**config.mk**
```make
export PLATFORM = sky130hd
export DESIGN_NAME = irq_edge_ctrl
export DESIGN_NICKNAME = d
export VERILOG_FILES = /design/src/rtl/irq_ctrl_pkg.sv /design/src/rtl/irq_src_sync.sv /design/src/rtl/irq_bus_dec.sv /design/src/rtl/irq_pend_bank.sv /design/src/rtl/irq_block_reg.sv /design/src/rtl/irq_edge_ctrl.sv
export SDC_FILE = /design/constraint.sdc
export NUM_CORES = 1
export LEC_CHECK = 0
export BUFFER_PORTS_ARGS = -buffer_cell sky130_fd_sc_hd__buf_2
export CAP_MARGIN = 20
export CORE_UTILIZATION = 48
export CTS_CLUSTER_DIAMETER = 100
export DETAILED_ROUTE_END_ITERATION = 10
export PLACE_DENSITY = 0.82
export SYNTH_ARGS = -nofsm -noshare
export SYNTH_HDL_FRONTEND = slang
export SYNTH_HIERARCHICAL = 1
export SYNTH_SLANG_ARGS = --single-unit
```
**constraint.sdc**
```tcl
create_clock -name clk -period 1.7 [get_ports clk]
set_input_delay 0.085 -clock clk [delete_from_list [all_inputs] [get_ports clk]]
set_output_delay 0.085 -clock clk [all_outputs]
set_load 0.03 [all_outputs]
```
**src/rtl/irq_ctrl_pkg.sv**
```systemverilog
`timescale 1ns/1ps
package irq_ctrl_pkg;
  localparam int ADDR_W = 4;
  localparam logic [ADDR_W-1:0] OFS_PEND  = 4'h2;
  localparam logic [ADDR_W-1:0] OFS_BLOCK = 4'hA;

  typedef enum logic [1:0] {
    RSEL_NONE  = 2'd0,
    RSEL_PEND  = 2'd1,
    RSEL_BLOCK = 2'd2
  } reg_sel_e;
endpackage

```
**src/rtl/irq_src_sync.sv**
```systemverilog
`timescale 1ns/1ps
// Synchronises one asynchronous line and flags its rising edge.
module irq_src_sync #(
  parameter int STAGES = 2
) (
  input  logic clk,
  input  logic rst_n,
  input  logic line_in,
  output logic rise
);
  logic [STAGES-1:0] sync_q;
  logic [STAGES-1:0] sync_nxt;
  logic              last_q;

  always_comb begin
    sync_nxt = {sync_q[STAGES-2:0], line_in};
  end

  always_ff @(posedge clk or negedge rst_n) begin
    if (!rst_n) begin
      sync_q <= '0;
      last_q <= 1'b0;
    end else begin
      sync_q <= sync_nxt;
      last_q <= sync_q[STAGES-1];
    end
  end

  assign rise = sync_q[STAGES-1] & ~last_q;
endmodule

```
**src/rtl/irq_bus_dec.sv**
```systemverilog
`timescale 1ns/1ps
// Decodes a register access into write strobes and a read selector.
module irq_bus_dec
  import irq_ctrl_pkg::*;
(
  input  logic              bus_sel,
  input  logic              bus_we,
  input  logic [ADDR_W-1:0] bus_addr,
  output logic              wr_pend,
  output logic              wr_block,
  output reg_sel_e          rd_sel
);
  logic hit_pend;
  logic hit_block;

  always_comb begin
    hit_pend  = bus_sel && (bus_addr == OFS_PEND);
    hit_block = bus_sel && (bus_addr == OFS_BLOCK);
    wr_pend   = hit_pend  && bus_we;
    wr_block  = hit_block && bus_we;
    if (hit_pend && !bus_we)
      rd_sel = RSEL_PEND;
    else if (hit_block && !bus_we)
      rd_sel = RSEL_BLOCK;
    else
      rd_sel = RSEL_NONE;
  end
endmodule

```
**src/rtl/irq_pend_bank.sv**
```systemverilog
`timescale 1ns/1ps
// Sticky pending bits: set by edges, cleared by written zeros, set wins.
module irq_pend_bank #(
  parameter int             NUM_SRC  = 16,
  parameter logic [15:0]    SRC_USED = 16'h0700
) (
  input  logic               clk,
  input  logic               rst_n,
  input  logic [NUM_SRC-1:0] rise,
  input  logic               wr_en,
  input  logic [NUM_SRC-1:0] wr_data,
  output logic [NUM_SRC-1:0] pend_q
);
  localparam logic [NUM_SRC-1:0] USED = SRC_USED[NUM_SRC-1:0];

  logic [NUM_SRC-1:0] keep;
  logic [NUM_SRC-1:0] pend_nxt;
  logic               pend_en;

  always_comb begin
    keep     = wr_en ? wr_data : '1;
    pend_nxt = ((pend_q & keep) | rise) & USED;
    pend_en  = wr_en | (|(rise & USED));
  end

  always_ff @(posedge clk or negedge rst_n) begin
    if (!rst_n)
      pend_q <= '0;
    else if (pend_en)
      pend_q <= pend_nxt;
  end
endmodule

```
**src/rtl/irq_block_reg.sv**
```systemverilog
`timescale 1ns/1ps
// Per-source block bits; 1 blocks the source.
module irq_block_reg #(
  parameter int          NUM_SRC   = 16,
  parameter logic [15:0] BLOCK_RST = 16'hFFFF
) (
  input  logic               clk,
  input  logic               rst_n,
  input  logic               wr_en,
  input  logic [NUM_SRC-1:0] wr_data,
  output logic [NUM_SRC-1:0] block_q
);
  logic [NUM_SRC-1:0] block_nxt;

  always_comb begin
    block_nxt = wr_data;
  end

  always_ff @(posedge clk or negedge rst_n) begin
    if (!rst_n)
      block_q <= BLOCK_RST[NUM_SRC-1:0];
    else if (wr_en)
      block_q <= block_nxt;
  end
endmodule

```
**src/rtl/irq_edge_ctrl.sv**
```systemverilog
`timescale 1ns/1ps
// Top: edge capture, pending and block registers, combined request.
module irq_edge_ctrl
  import irq_ctrl_pkg::*;
#(
  parameter int          NUM_SRC     = 16,
  parameter logic [15:0] SRC_USED    = 16'h0700,
  parameter logic [15:0] BLOCK_RST   = 16'hFFFF,
  parameter int          SYNC_STAGES = 2
) (
  input  logic               clk,
  input  logic               rst_n,
  input  logic [NUM_SRC-1:0] irq_in,
  input  logic               bus_sel,
  input  logic               bus_we,
  input  logic [ADDR_W-1:0]  bus_addr,
  input  logic [NUM_SRC-1:0] bus_wdata,
  output logic [NUM_SRC-1:0] bus_rdata,
  output logic               irq_out
);
  logic [NUM_SRC-1:0] rise_vec;
  logic [NUM_SRC-1:0] flag_q;
  logic [NUM_SRC-1:0] mask_q;
  logic               wr_pend;
  logic               wr_block;
  reg_sel_e           rd_sel;

  for (genvar i = 0; i < NUM_SRC; i++) begin : g_src
    irq_src_sync #(.STAGES(SYNC_STAGES)) u_sync (
      .clk     (clk),
      .rst_n   (rst_n),
      .line_in (irq_in[i]),
      .rise    (rise_vec[i])
    );
  end

  irq_bus_dec u_dec (
    .bus_sel  (bus_sel),
    .bus_we   (bus_we),
    .bus_addr (bus_addr),
    .wr_pend  (wr_pend),
    .wr_block (wr_block),
    .rd_sel   (rd_sel)
  );

  irq_pend_bank #(.NUM_SRC(NUM_SRC), .SRC_USED(SRC_USED)) u_pend (
    .clk     (clk),
    .rst_n   (rst_n),
    .rise    (rise_vec),
    .wr_en   (wr_pend),
    .wr_data (bus_wdata),
    .pend_q  (flag_q)
  );

  irq_block_reg #(.NUM_SRC(NUM_SRC), .BLOCK_RST(BLOCK_RST)) u_block (
    .clk     (clk),
    .rst_n   (rst_n),
    .wr_en   (wr_block),
    .wr_data (bus_wdata),
    .block_q (mask_q)
  );

  always_comb begin
    case (rd_sel)
      RSEL_PEND:  bus_rdata = flag_q;
      RSEL_BLOCK: bus_rdata = mask_q;
      default:    bus_rdata = '0;
    endcase
  end

  assign irq_out = |(flag_q & ~mask_q);
endmodule

```
==> impl_metrics.env <==
export IMPL_min_path_type="primary input to flip-flop"
export IMPL_worst_clock_skew_ns=0.000444
export IMPL_gp_congestion=0.835
export IMPL_peakVddDrop_mv=0.534
export IMPL_tightest_slew_ns=0.616
export IMPL_track_usage=0.201
export IMPL_clk_insertion_delay_late_ns=0.32
export IMPL_final_layout_size_suffix_gt1_frac=0.483
export IMPL_hold_end="u_pend/pend_q[10]"
export IMPL_initial_core_util=0.514
export IMPL_cp_arrival_ns=1.61
export IMPL_via_per_inst=4.84
export IMPL_cp_slowest_stage_delay_ns=0.56
export IMPL_drtPass1Iterations=4
export IMPL_rows=20
export IMPL_cts_buffers=3
export IMPL_ant_nets=0
export IMPL_path_max_fanout=2
export IMPL_p_total_uw=1620
export IMPL_antenna_found_initial=0
export IMPL_boundaryPins=57
export IMPL_r2r_end="u_block/block_q[9]"
export IMPL_die_w_um=59.6
export IMPL_rrSetupSlack_ns=0.86
export IMPL_end_kind="output port"
export IMPL_timing_final_ws_setup_ns=0.00613
export IMPL_wl_mm=3.42
export IMPL_cts_root_buf="clkbuf_4"
export IMPL_clkPwrFrac=0.268
export IMPL_vias=1214
export IMPL_reg2reg_from="u_block/block_q[9]"
export IMPL_clkTransAtPathRegs_ns=0.14
export IMPL_hp_start="bus_sel"
export IMPL_fill_cells=257
export IMPL_cts_tree="done"
export IMPL_fmax_mhz=590
export IMPL_cts_path_max_buffers=2
export IMPL_clkSinkCount=28
export IMPL_grt_use_met1=0.231
export IMPL_grt_overflow=0
export IMPL_min_period_over_period=0.996
export IMPL_critPathKind="flip-flop to output port"
export IMPL_required_ns=1.62
export IMPL_dp_cells=223
export IMPL_hold_path_cell_count=5
export IMPL_synth_cells=140
export IMPL_die_area_mm2=0.00356
export IMPL_die_h_um=59.6
export IMPL_portBuffers=43
export IMPL_r2r_cells=2
export IMPL_avgSynthCellArea_um2=11.4
export IMPL_yosysWarnings=6
export IMPL_wl_per_cell_um=13.6
export IMPL_drv_slew=0
export IMPL_swShare=0.237
export IMPL_min_period_ns=1.69
export IMPL_htreeDepth=1
export IMPL_status="complete, no violations"
export IMPL_static_leakage_power_uw=0.000911
export IMPL_syn_area_mm2=0.00159
export IMPL_setup_tns_ns=0
export IMPL_core_area_mm2=0.00310
export IMPL_grt_pass1_vias=1231
export IMPL_fin_util=0.683
export IMPL_slew_headroom=0.589
export IMPL_grt_start_max_net_pins=29
export IMPL_grt_use_met3=0.0568
export IMPL_n_antenna_cell=0
export IMPL_slowest_stage="dfstp_2"
export IMPL_rsz0062_at_grt="true"
export IMPL_powerDensity_mw_per_mm2=765
export IMPL_grt_first_pass_wirelength_mm=5.25
export IMPL_internal_power_uw=1240
export IMPL_crit_buf_inv=2
export IMPL_synthToLayoutAreaGrowth_pct=33.0
export IMPL_crit_chain="inv_1 -> a2111oi_4 -> nand4_1 -> buf_4"
export IMPL_drc=0
export IMPL_initialDrtViolationCount=33
export IMPL_p_switching_uw=384
export IMPL_finalNonFillerCells=251
export IMPL_seqPwrFrac=0.541
export IMPL_busiest_layer="met2"
export IMPL_hold_viol=0
export IMPL_place_ws_ns=-0.191
export IMPL_nNetsFinal=250
export IMPL_cap_violations=0
export IMPL_finalSetupViolations=0
export IMPL_p_comb_frac=0.191
export IMPL_dp_hpwl_mm=2.32
export IMPL_met2_usage=0.371
export IMPL_critPathLaunchType="flip-flop"
export IMPL_crit_family="flip-flops"
## flip-flops by register name, summed over array words and instances (netlist names)
register             flops
u_pend/pend_q            3
g_src.u_sync/sync_q      6
u_block/block_q         16
g_src.u_sync/last_q      3
## placed cells by master, fill, tap and decap left out, drive strengths merged, types with 2 or more instances in the layout
cell          n
clkbuf        3
ha            2
dfrtp        12
a22oi        16
nor2b        15
a21o          3
dfstp        16
nor2         18
inv           6
mux2         16
a2111oi       4
nor4          2
buf          52
dlygate4sd3  20
nand2b        5
conb         13
## metrics by stage
step,hold slack [ns],instance area [um2]
final,0.266,2120
after global routing,0.275,2120
after CTS,0.224,2090
after detailed placement,0.135,1790
after global placement,0.115,1790
after floorplan,-0.211,1640
## metal layers
layer | share of wire | up-vias
met5 | 0 | -
met4 | 0.0041 | 0
met3 | 0.044 | 2
met2 | 0.55 | 33
met1 | 0.40 | 591
li1 | - | 588
## timing repair
| action | CTS | global route |
|---|---|---|
| gates cloned | 0 | 0 |
| gates resized for setup | 5 | 3 |
| endpoints found under the hold margin | 31 | 0 |
| hold buffers | 20 | 0 |
| setup endpoints to repair | 17 | 17 |
| pin swaps | 2 | 0 |
| setup buffers | 4 | 0 |
## worst max-delay path by stage
stage,from,depth (start not counted),to
after floorplan,bus_addr[0],7,bus_rdata[10]
after global placement,bus_addr[0],7,bus_rdata[14]
after detailed placement,bus_addr[0],7,bus_rdata[10]
after CTS,u_block/block_q[9],4,irq_out
after global routing,u_block/block_q[9],4,irq_out
final,u_block/block_q[9],4,irq_out
## tightest hold or removal path: cells and delay by family
family                 cells  cell delay, ns
and+or+nand+nor            3            0.27
buffers and inverters      1            0.10
AOI/OAI and AO/OA          1            0.10
## power by group through the flow
| stage | logic, uW | registers (uW) | clock network, uW |
|---|---|---|---|
| after floorplan | 186 | 869 | 0 |
| after global placement | 218 | 885 | 0 |
| after detailed placement | 228 | 892 | 0 |
| after CTS | 294 | 878 | 450 |
| after global routing | 335 | 891 | 479 |
| final | 309 | 878 | 434 |
## final cells by class
cell class	count	area (um2)	area share
flip-flops and latches	28	721	0.340
repair buffers	72	485	0.229
multi-input cells	97	783	0.370
clock buffers	3	22.5	0.0106
clock inverters	1	30.0	0.0142
inverters	6	22.5	0.0106
well taps	44	55.1	0.0260
(Power assumes the default switching activity.)
